### src/rtl/wi_pkg.sv
package wi_pkg;
  // Strobes from the control half to the warp-state datapath
  typedef struct packed {
    logic pickEn;    // a warp is chosen this cycle and leaves the ready pool
    logic issueEn;   // a beat of curWarp is on the pipeline
    logic lastBeat;  // this beat completes curWarp's instruction
  } wiStrobe_t;
endpackage

### src/rtl/wi_rr_arb.sv
module wi_rr_arb #(
  parameter int N = 32,
  localparam int W = (N > 1) ? $clog2(N) : 1
) (
  input  logic [N-1:0] req,
  input  logic [W-1:0] lastIdx,
  output logic         grantValid,
  output logic [W-1:0] grantIdx
);
  // Scan from farthest to nearest so the nearest requester after lastIdx wins
  always_comb begin
    grantValid = 1'b0;
    grantIdx   = '0;
    for (int i = N; i >= 1; i--) begin
      if (req[(int'(lastIdx) + i) % N]) begin
        grantValid = 1'b1;
        grantIdx   = W'((int'(lastIdx) + i) % N);
      end
    end
  end
endmodule

### src/rtl/wi_ctrl.sv
module wi_ctrl
  import wi_pkg::*;
#(
  parameter int NUM_WARPS = 32,
  parameter int BEATS     = 4,
  localparam int WID_W  = (NUM_WARPS > 1) ? $clog2(NUM_WARPS) : 1,
  localparam int BEAT_W = (BEATS > 1) ? $clog2(BEATS) : 1
) (
  input  logic                 clk,
  input  logic                 rstN,
  input  logic [NUM_WARPS-1:0] readyVec,
  output wiStrobe_t            strb,
  output logic [WID_W-1:0]     pickWarp,
  output logic [WID_W-1:0]     curWarp,
  output logic [BEAT_W-1:0]    beat
);
  logic             busy;
  logic [WID_W-1:0] lastPtr;
  logic             grantValid;
  logic [WID_W-1:0] grantIdx;
  logic             lastNow;
  logic             slotFree;

  wi_rr_arb #(.N(NUM_WARPS)) u_arb (
    .req       (readyVec),
    .lastIdx   (lastPtr),
    .grantValid(grantValid),
    .grantIdx  (grantIdx)
  );

  assign lastNow  = busy && (beat == BEAT_W'(BEATS - 1));
  assign slotFree = !busy || lastNow;

  always_ff @(posedge clk or negedge rstN) begin
    if (!rstN) begin
      busy    <= 1'b0;
      beat    <= '0;
      curWarp <= '0;
      lastPtr <= WID_W'(NUM_WARPS - 1);
    end else if (slotFree) begin
      busy <= grantValid;
      beat <= '0;
      if (grantValid) begin
        curWarp <= grantIdx;
        lastPtr <= grantIdx;
      end
    end else begin
      beat <= beat + BEAT_W'(1);
    end
  end

  always_comb begin
    strb.pickEn   = slotFree && grantValid;
    strb.issueEn  = busy;
    strb.lastBeat = lastNow;
  end
  assign pickWarp = grantIdx;
endmodule

### src/rtl/wi_datapath.sv
module wi_datapath
  import wi_pkg::*;
#(
  parameter int NUM_WARPS = 32,
  parameter int WARP_SIZE = 32,
  parameter int NUM_LANES = 8,
  parameter int PC_W      = 16,
  localparam int BEATS  = WARP_SIZE / NUM_LANES,
  localparam int WID_W  = (NUM_WARPS > 1) ? $clog2(NUM_WARPS) : 1,
  localparam int TID_W  = (WARP_SIZE > 1) ? $clog2(WARP_SIZE) : 1,
  localparam int BEAT_W = (BEATS > 1) ? $clog2(BEATS) : 1,
  localparam int REG_W  = WID_W + TID_W
) (
  input  logic                       clk,
  input  logic                       rstN,
  input  wiStrobe_t                  strb,
  input  logic [WID_W-1:0]           pickWarp,
  input  logic [WID_W-1:0]           curWarp,
  input  logic [BEAT_W-1:0]          beat,
  input  logic                       launchValid,
  input  logic [WID_W-1:0]           launchWarp,
  input  logic [PC_W-1:0]            launchPc,
  input  logic                       memMiss,
  input  logic                       replyValid,
  input  logic [WID_W-1:0]           replyWarp,
  output logic [NUM_WARPS-1:0]       readyVec,
  output logic [PC_W-1:0]            issuePc,
  output logic [NUM_LANES*TID_W-1:0] laneThread,
  output logic [NUM_LANES*REG_W-1:0] laneReg
);
  logic [PC_W-1:0]      pcs [NUM_WARPS];
  logic [NUM_WARPS-1:0] ready;
  logic [NUM_WARPS-1:0] parked;
  logic [NUM_WARPS-1:0] inFlight;
  logic [NUM_WARPS-1:0] resident;

  always_comb begin
    inFlight = '0;
    if (strb.issueEn) inFlight[curWarp] = 1'b1;
    resident = ready | parked | inFlight;
  end

  always_ff @(posedge clk or negedge rstN) begin
    if (!rstN) begin
      for (int w = 0; w < NUM_WARPS; w++) pcs[w] <= '0;
      ready  <= '0;
      parked <= '0;
    end else begin
      for (int w = 0; w < NUM_WARPS; w++) begin
        if (strb.pickEn && pickWarp == WID_W'(w)) ready[w] <= 1'b0;
        if (strb.lastBeat && curWarp == WID_W'(w)) begin
          pcs[w] <= pcs[w] + PC_W'(1);
          if (memMiss) parked[w] <= 1'b1;
          else         ready[w]  <= 1'b1;
        end
        if (replyValid && replyWarp == WID_W'(w) && parked[w]) begin
          parked[w] <= 1'b0;
          ready[w]  <= 1'b1;
        end
        if (launchValid && launchWarp == WID_W'(w) && !resident[w]) begin
          ready[w] <= 1'b1;
          pcs[w]   <= launchPc;
        end
      end
    end
  end

  assign readyVec = ready;
  assign issuePc  = strb.issueEn ? pcs[curWarp] : '0;

  for (genvar l = 0; l < NUM_LANES; l++) begin : g_lane
    logic [TID_W-1:0] tid;
    assign tid = TID_W'(int'(beat) * NUM_LANES + l);
    assign laneThread[l*TID_W +: TID_W] = strb.issueEn ? tid : '0;
    assign laneReg[l*REG_W +: REG_W]    = strb.issueEn ? {curWarp, tid} : '0;
  end
endmodule

### src/rtl/warp_issue_sched.sv
module warp_issue_sched
  import wi_pkg::*;
#(
  parameter int NUM_WARPS = 32,
  parameter int WARP_SIZE = 32,
  parameter int NUM_LANES = 8,
  parameter int PC_W      = 16,
  localparam int BEATS  = WARP_SIZE / NUM_LANES,
  localparam int WID_W  = (NUM_WARPS > 1) ? $clog2(NUM_WARPS) : 1,
  localparam int TID_W  = (WARP_SIZE > 1) ? $clog2(WARP_SIZE) : 1,
  localparam int BEAT_W = (BEATS > 1) ? $clog2(BEATS) : 1,
  localparam int REG_W  = WID_W + TID_W
) (
  input  logic                       clk,
  input  logic                       rstN,
  input  logic                       launchValid,
  input  logic [WID_W-1:0]           launchWarp,
  input  logic [PC_W-1:0]            launchPc,
  input  logic                       memMiss,
  input  logic                       replyValid,
  input  logic [WID_W-1:0]           replyWarp,
  output logic                       issueValid,
  output logic [WID_W-1:0]           issueWarp,
  output logic [PC_W-1:0]            issuePc,
  output logic [BEAT_W-1:0]          issueBeat,
  output logic [NUM_LANES*TID_W-1:0] laneThread,
  output logic [NUM_LANES*REG_W-1:0] laneReg
);
  wiStrobe_t            strb;
  logic [WID_W-1:0]     pickWarp;
  logic [WID_W-1:0]     curWarp;
  logic [BEAT_W-1:0]    beat;
  logic [NUM_WARPS-1:0] readyVec;

  wi_ctrl #(.NUM_WARPS(NUM_WARPS), .BEATS(BEATS)) u_ctrl (
    .clk     (clk),
    .rstN    (rstN),
    .readyVec(readyVec),
    .strb    (strb),
    .pickWarp(pickWarp),
    .curWarp (curWarp),
    .beat    (beat)
  );

  wi_datapath #(
    .NUM_WARPS(NUM_WARPS), .WARP_SIZE(WARP_SIZE),
    .NUM_LANES(NUM_LANES), .PC_W(PC_W)
  ) u_dp (
    .clk        (clk),
    .rstN       (rstN),
    .strb       (strb),
    .pickWarp   (pickWarp),
    .curWarp    (curWarp),
    .beat       (beat),
    .launchValid(launchValid),
    .launchWarp (launchWarp),
    .launchPc   (launchPc),
    .memMiss    (memMiss),
    .replyValid (replyValid),
    .replyWarp  (replyWarp),
    .readyVec   (readyVec),
    .issuePc    (issuePc),
    .laneThread (laneThread),
    .laneReg    (laneReg)
  );

  assign issueValid = strb.issueEn;
  assign issueWarp  = strb.issueEn ? curWarp : '0;
  assign issueBeat  = strb.issueEn ? beat : '0;
endmodule

### config.mk
export PLATFORM = sky130hd
export DESIGN_NAME = warp_issue_sched
export DESIGN_NICKNAME = d
export VERILOG_FILES = /design/src/rtl/wi_pkg.sv /design/src/rtl/wi_rr_arb.sv /design/src/rtl/wi_ctrl.sv /design/src/rtl/wi_datapath.sv /design/src/rtl/warp_issue_sched.sv
export SDC_FILE = /design/constraint.sdc
export NUM_CORES = 2
export LEC_CHECK = 0
export ABC_AREA = 0
export BUFFER_PORTS_ARGS = -buffer_cell sky130_fd_sc_hd__buf_2
export CAP_MARGIN = 10
export CORE_ASPECT_RATIO = 0.75
export CORE_MARGIN = 2
export CORE_UTILIZATION = 45
export CTS_CLUSTER_SIZE = 8
export DETAILED_ROUTE_END_ITERATION = 10
export HOLD_SLACK_MARGIN = 0.02
export MAX_ROUTING_LAYER = met4
export PLACE_DENSITY = 0.7
export SLEW_MARGIN = 20
export SYNTH_ARGS = -nofsm -noshare
export SYNTH_HDL_FRONTEND = slang
export SYNTH_SLANG_ARGS = --single-unit
### constraint.sdc
create_clock -name clk -period 7.2 [get_ports clk]
set_input_delay 0 -clock clk [delete_from_list [all_inputs] [get_ports clk]]
set_output_delay 0 -clock clk [all_outputs]
set_load 0.01 [all_outputs]
Word-level counts from Yosys, hierarchy flattened

Cells that the tools add are included.

Output and inout bits: 144
Register bits: 589
Input port bits: 31

Add/sub/neg operators: 72
Equality and inequality tests: 125
Multiplexer cells: 475
Magnitude comparators: 35
Reduce and logical (&&, ||, !) cells: 394
Bitwise gates (word level): 35

Operators by type and width:

| cell                                                        | count |
|---|---|
| two-way mux 16 bit                                          | 67 |
| adder 16 x 1 -> 16 bit (second input constant)              | 32 |
| two-way mux 1 bit                                           | 322 |
| == test 5 bit (second input constant)                       | 64 |
| less-than comparator 6 x 7 -> 1 bit (second input constant) | 32 |
| two-way mux 5 bit                                           | 41 |
| logical AND 1 bit                                           | 195 |
| nonzero test 2 bit                                          | 96 |
| binary-select mux 1 bit (select 5 bit)                      | 32 |
| == test 5 x 4 -> 1 bit (second input constant)              | 32 |
| OR reduction 5 bit                                          | 32 |
| adder 5 bit (second input constant)                         | 16 |
| binary-select mux 16 bit (select 5 bit)                     | 1 |
| == test 5 x 3 -> 1 bit (second input constant)              | 16 |
| two-way mux 10 bit                                          | 8 |
| AND reduction 2 bit                                         | 33 |
| OR 32 bit                                                   | 2 |
| adder 5 x 3 -> 5 bit (second input constant)                | 8 |
| adder 5 x 4 -> 5 bit (second input constant)                | 8 |
| == test 5 x 2 -> 1 bit (second input constant)              | 8 |
| logical NOT 1 bit                                           | 33 |
| bitwise AND 1 bit (first input constant)                    | 32 |
| two-way mux 32 bit                                          | 1 |
| adder 5 x 2 -> 5 bit (second input constant)                | 4 |
| other kinds (12)                                            | 21 |

Logic depth before layout (Yosys ltp)

Depth after elaboration: 45
Gate-level depth with buffers: 22
Gate-level depth less buffers: 14

By module

A second synthesis with hierarchy kept.

Cells, all modules: 4,976
Area total of the unflattened synthesis: 43,995.9 um^2

Modules (own cells, without submodules):

| module           | times used | cells each | area an instance (um^2) | seq. area each (um^2) |
|---|---|---|---|---|
| wi_datapath      | 1          | 4,255      | 37,763.7                | 14,413.8 |
| wi_rr_arb        | 1          | 679        | 5,622.9                 | 0.0 |
| wi_ctrl          | 1          | 35         | 565.5                   | 331.6 |
| warp_issue_sched | 1          | 7          | 43.8                    | 0.0 |

Worst setup path before layout

No wires, ideal clock.

Kind: reg2reg
Start point: reg u_ctrl.lastPtr[2]
End point: reg u_dp.ready[0], in the netlist u_dp.readyVec[0]
Setup time: 138 ps
Cell stages (with the launch flop): 20
Required time: 7,062 ps
Arrival: 5,443 ps
Path buffers: 6
Path slack: 1,619 ps
Path through: dfstp_2 > buf_2 > inv_1 > clkbuf_1 > buf_1 > ha_1 > buf_2 > clkbuf_1 > mux4_2 > mux4_2 > mux2i_1 > mux2_2 > nand3_1 > a221o_1 > nor4b_1 > a21oi_2 > nand2b_1 > buf_2 > o31ai_1 > o211ai_1

Cells in the longest elaborated chain, start to end: 43
Elaborated cells on any way between the ends: 200

RTL lines:

| item                                                                         | line                             | text |
|---|---|---|
| start, declared                                                              | wi_ctrl.sv:18                    | `logic [WID_W-1:0] lastPtr;` |
| start signal, assigned                                                       | wi_ctrl.sv:39                    | `lastPtr <= WID_W'(NUM_WARPS - 1);` |
| start signal, assigned                                                       | wi_ctrl.sv:45                    | `lastPtr <= grantIdx;` |
| adder 5 x 1 -> 5 bit                                                         | wi_rr_arb.sv:15, wi_rr_arb.sv:17 |  |
| binary-select mux 1 bit (select 5 bit)                                       | wi_rr_arb.sv:15                  | `if (req[(int'(lastIdx) + i) % N]) begin` |
| two-way mux 1 bit (not written as such) (2 in series)                        | wi_rr_arb.sv:15                  |  |
| two-way mux 5 bit / two-way mux 1 bit (equally long branches) (32 in series) | wi_rr_arb.sv:15                  |  |
| logical NOT 5 bit / logical AND 1 bit (equally long branches)                | wi_datapath.sv:50, wi_ctrl.sv:53 |  |
| logical AND 1 bit (*)                                                        | wi_datapath.sv:50                | `if (strb.pickEn && pickWarp == WID_W'(w)) ready[w] <= 1'b0;` |
| two-way mux 1 bit (*)                                                        | wi_datapath.sv:50                |  |
| two-way mux 1 bit                                                            | wi_datapath.sv:53                | `if (memMiss) parked[w] <= 1'b1;` |
| two-way mux 1 bit (*)                                                        | wi_datapath.sv:51                | `if (strb.lastBeat && curWarp == WID_W'(w)) begin` |
| two-way mux 1 bit (*)                                                        | wi_datapath.sv:56                | `if (replyValid && replyWarp == WID_W'(w) && parked[w]) begin` |
| two-way mux 1 bit (*)                                                        | wi_datapath.sv:60                | `if (launchValid && launchWarp == WID_W'(w) && !resident[w]) begin` |
| end signal, assigned by index                                                | wi_datapath.sv:54                | `else ready[w] <= 1'b1;` |
| end signal, assigned by index                                                | wi_datapath.sv:58                | `ready[w] <= 1'b1;` |
| end signal, assigned by index                                                | wi_datapath.sv:61                | `ready[w] <= 1'b1;` |
| end, declared                                                                | wi_datapath.sv:32                | `logic [NUM_WARPS-1:0] ready;` |

Every way passes the cells marked *; elsewhere a longest branch is shown, timed or not. The select of a mux whose other input is x is not followed.
A chain may end at the register's enable or synchronous reset.

Worst setup path after layout

Start point: reg u_ctrl.lastPtr[1]
End point: reg u_dp.ready[23], in the netlist u_dp.readyVec[23]

Cells in the longest elaborated chain, start to end: 43
Elaborated cells on any way between the ends: 200

RTL lines:

| item                                                                         | line |
|---|---|
| adder 5 x 1 -> 5 bit                                                         | wi_rr_arb.sv:15, wi_rr_arb.sv:17 |
| binary-select mux 1 bit (select 5 bit)                                       | wi_rr_arb.sv:15 |
| two-way mux 1 bit (not written as such) (2 in series)                        | wi_rr_arb.sv:15 |
| two-way mux 5 bit / two-way mux 1 bit (equally long branches) (32 in series) | wi_rr_arb.sv:15 |
| == test 5 bit / logical AND 1 bit (equally long branches)                    | wi_datapath.sv:50, wi_ctrl.sv:53 |
| logical AND 1 bit (*)                                                        | wi_datapath.sv:50 |
| two-way mux 1 bit (*)                                                        | wi_datapath.sv:50 |
| two-way mux 1 bit                                                            | wi_datapath.sv:53 |
| two-way mux 1 bit (*)                                                        | wi_datapath.sv:51 |
| two-way mux 1 bit (*)                                                        | wi_datapath.sv:56 |
| two-way mux 1 bit (*)                                                        | wi_datapath.sv:60 |

Marked as above.

==> results by group <==
Status
  – Status: finished with violations
  – Failing checks: DRC, hold timing

Global route
  – Remaining Overflow, GRT: 0
  – Initial antenna violation count: 17
  – Vias in the first global route: between 40,000 and 50,000
  – Most Crowded Layer GR: met1
  – Met2 GRT Util: 0.468
  – Total track usage: 0.374
  – Largest net degree at the start of global routing: 167
  – M3 GR Usage: 0.165
  – Grt met1 use: 0.533
  – First-pass GRT wire length: between 200 and 300 mm

Critical path
  – Buf/Inv on CP: 4
  – Crit path kind: reg2reg
  – CP arrival: between 7 and 8 ns
  – Worst setup endpoint: u_dp.readyVec[23]$_DFF_PN0_
  – CP top delay family: compound AO/OA/AOI/OAI gates
  – CP max FO: 40
  – Cell mode on critical path: buf_4
  – Worst Reg-to-Reg Cells: 17
  – Max incr delay on CP: 0.73 ns
  – Worst setup startpoint: u_ctrl.lastPtr[1]$_DFFE_PN1P_
  – Critical Path Stages: 17
  – Critical R2R Launch: u_ctrl.lastPtr[1]$_DFFE_PN1P_
  – Setup crit end kind: flop
  – CP cell instances: buf_4, ha_1, a21boi_0, xnor2_1, buf_4, mux4_2, mux2i_2, a211oi_1, buf_4, nor4b_2, o211ai_1, a211oi_1, a211oi_1, buf_4, or2_1, nand3_1, o32a_1
  – Worst path required time: 7.75 ns
  – Slack of the worst reg-to-reg path: ~0.7 ns
  – Slowest stage cell, crit path: mux2i_2
  – RR Endpoint: u_dp.readyVec[23]$_DFF_PN0_
  – CP startpoint kind: flop

Timing
  – Hold WS: -0.00210 ns
  – Clk_skew: between 0.03 and 0.04 ns
  – Setup TNS Final: 0 ns
  – Final Hold Viols: 2
  – Pins over their slew limit: 0
  – Achievable clock frequency: 154 MHz
  – Max_slew headroom: 0.196
  – Final period utilization: 0.903
  – Measured slew at the worst slew-check pin: roughly 1.2 ns
  – Unrepaired setup endpoints after global routing: no
  – Setup Viol. Count Final: 0
  – Tmin final: 6.50 ns

Finish
  – Layout cell share with drive strength beyond 1: 0.153
  – Fin cells: roughly 6,300
  – Multi-input gate area: approximately 28,000 um2
  – Most frequent cells in the layout: 579 x dfrtp_1, 569 x o21ai_0, 552 x nand2_1, 332 x nor2_1, 288 x and3_1
  – Nets: between 4,000 and 5,000
  – Commonest non-fill, non-tap cell in the layout: dfrtp_1
  – Area growth syn-to-layout: 7.84%
  – FF/Latch Area: approximately 15,000 um2
  – Fin area: approximately 50,000 um2
  – Fillers: around 9,400

Detailed routing
  – Vias per cell: between 7 and 8
  – Drc violations: 5
  – 1st-iter DRT viols: between 8,000 and 9,000
  – Total routed wirelength: 193 mm
  – Routed Antenna Nets: 0
  – Via count: roughly 46,000
  – WL/cell: between 30 and 40 um
  – Total iterations of the first detailed-routing run: 11

Floorplan
  – Die X: roughly 370 um
  – Core Region: 101,000 um2
  – Initial Util: 0.452
  – Die ar.: 104,000 um2
  – Die Ht: roughly 280 um
  – Cell Rows: a little over 100
  – I/O pins: about 180

Clock tree
  – CTS Sinks: roughly 590
  – Clock Tree Buf Depth: 3
  – Post-CTS Setup Bufs: 0
  – Num CTS Buffers: between 80 and 90
  – Post-CTS Resized: 0
  – H-tree depth: 3
  – Hold-fix buffers, CTS: 16
  – CTS tree: built
  – Root buffer cell: clkbuf_16
  – CTS clk-pin slew, worst paths: ~0.060 ns
  – Clk Latency, worst-skew pair: ~0.7 ns

Logic synthesis
  – Synth Flop Type: dfrtp_1
  – Post-Syn Instances: about 5,000
  – Post-synth EDFFs: 0
  – Register area share after synthesis: 0.324
  – Avg Cell Area, Syn: just over 9 um2
  – YS warnings: 0
  – Yosys reg bits: between 500 and 600
  – Post-synthesis cell type count: 102
  – Cell Area, Synth: ~46,000 um2
  – Synth async-reset ratio: 1.00

Place
  – Dpl cell area: approximately 47,000 um2
  – Inst Count DP: approximately 6,100
  – RD Place Congestion: around 1.1
  – Port Buf Inserts: 150
  – Dpl hpwl: ~130 mm

Power
  – Leak: ~21 nW
  – Maximum VDD drop: 0.386 mV
  – Pwr per Cell Area: ~590 nW/um2

Job
  – MaxCap Viol Count: 0

Hold path
  – Worst Hold Class: in2async
-- worst reg2reg max path, cell delays in order, from the launching register on --
cell and delay [ns]:
dfstp_4 0.61, buf_4 0.47, ha_1 0.48, a21boi_0 0.23
xnor2_1 0.58, buf_4 0.28, mux4_2 0.38, mux2i_2 0.73
a211oi_1 0.10, buf_4 0.20, nor4b_2 0.18, o211ai_1 0.13
a211oi_1 0.07, a211oi_1 0.64, buf_4 0.25, or2_1 0.33
nand3_1 0.27, o32a_1 0.44
-- sequential cells by signal, indices dropped and copies added (netlist names) --
| name | count |
|---|---|
| u_dp.parked | 32 |
| u_ctrl.beat | 2 |
| u_ctrl.curWarp | 5 |
| u_dp.readyVec | 32 |
| u_dp.pcs | 512 |
| u_ctrl.lastPtr | 5 |
| u_ctrl.busy | 1 |
-- synth_stat cells, types with 18 or more instances --
cell	n	share of area
o211ai_1	32	0.0053
buf_1	45	0.0037
inv_1	133	0.011
and3_1	288	0.040
mux4_2	263	0.13
a221o_1	228	0.050
or3_1	18	0.0025
nor2_1	332	0.027
o211a_1	22	0.0048
ha_1	46	0.013
dfrtp_1	584	0.32
nor3b_1	148	0.024
a31oi_1	98	0.013
buf_4	127	0.021
nor3_1	77	0.0085
a21oi_1	171	0.019
buf_2	26	0.0029
clkbuf_1	278	0.023
or2_2	43	0.0059
a222oi_1	92	0.020
mux2_2	42	0.010
nand3_1	148	0.016
o21ai_0	569	0.063
xnor2_1	25	0.0048
mux2i_1	98	0.022
o311ai_0	122	0.023
and2_1	47	0.0065
nor2b_1	30	0.0041
nand2_1	552	0.046
a22oi_1	38	0.0063
-- area by class of cell --
cell class,instances,area share
Inverter,137,0.0105
Clock inverter,5,0.00127
Multi-Input combinational cell,3808,0.571
Antenna cell,13,0.000663
Tap cell,1339,0.0341
Sequential cell,589,0.301
Clock buffer,97,0.0447
Timing Repair Buffer,284,0.0376
-- worst min path at each step --
stage | startpoint | endpoint | depth (start not counted)
2_1_floorplan | rstN | u_ctrl.beat[0]$_DFF_PN0_ | 0
3_3_place_gp | rstN | u_dp.pcs[199]$_DFFE_PN0P_ | 1
3_5_place_dp | rstN | u_dp.pcs[436]$_DFFE_PN0P_ | 1
4_1_cts | rstN | u_dp.pcs[204]$_DFFE_PN0P_ | 2
5_1_grt | rstN | u_dp.pcs[436]$_DFFE_PN0P_ | 2
6_report | rstN | u_dp.pcs[437]$_DFFE_PN0P_ | 2
-- per-stage QoR --
stage,total power (W),util,worst slack [ns]
2_1_floorplan,0.0174,-,1.62
5_1_grt,0.0299,0.487,0.409
3_5_place_dp,0.0242,0.463,1.07
3_3_place_gp,0.0243,0.463,1.04
4_1_cts,0.0279,0.487,1.02
6_report,0.0291,0.487,0.700
-- power breakdown --
group	internal [W]	switching, W
Combinational	0.00691	0.0116
Sequential	0.00452	0.00239
Clock	0.00211	0.00157
Total	0.0135	0.0156
-- per-layer routing --
layer  vias up  routed length, um
met1     22600              76800
met5         -                  0
met4         0               6970
met3       545              35500
li1      19000                  -
met2      3713              74200
-- cells by family after synthesis --
logic type	count (synthesis)	share of synthesized area
and+or+nand+nor	1767	0.194
AOI/OAI and AO/OA	1524	0.234
buffers and inverters	620	0.0637
DFF	589	0.324
muxes	408	0.164
adders and majority gates	46	0.0126
xor gates and xnor gates	39	0.00750
other	1	0.0000824
No activity file was read; power rests on OpenSTA's default activity.
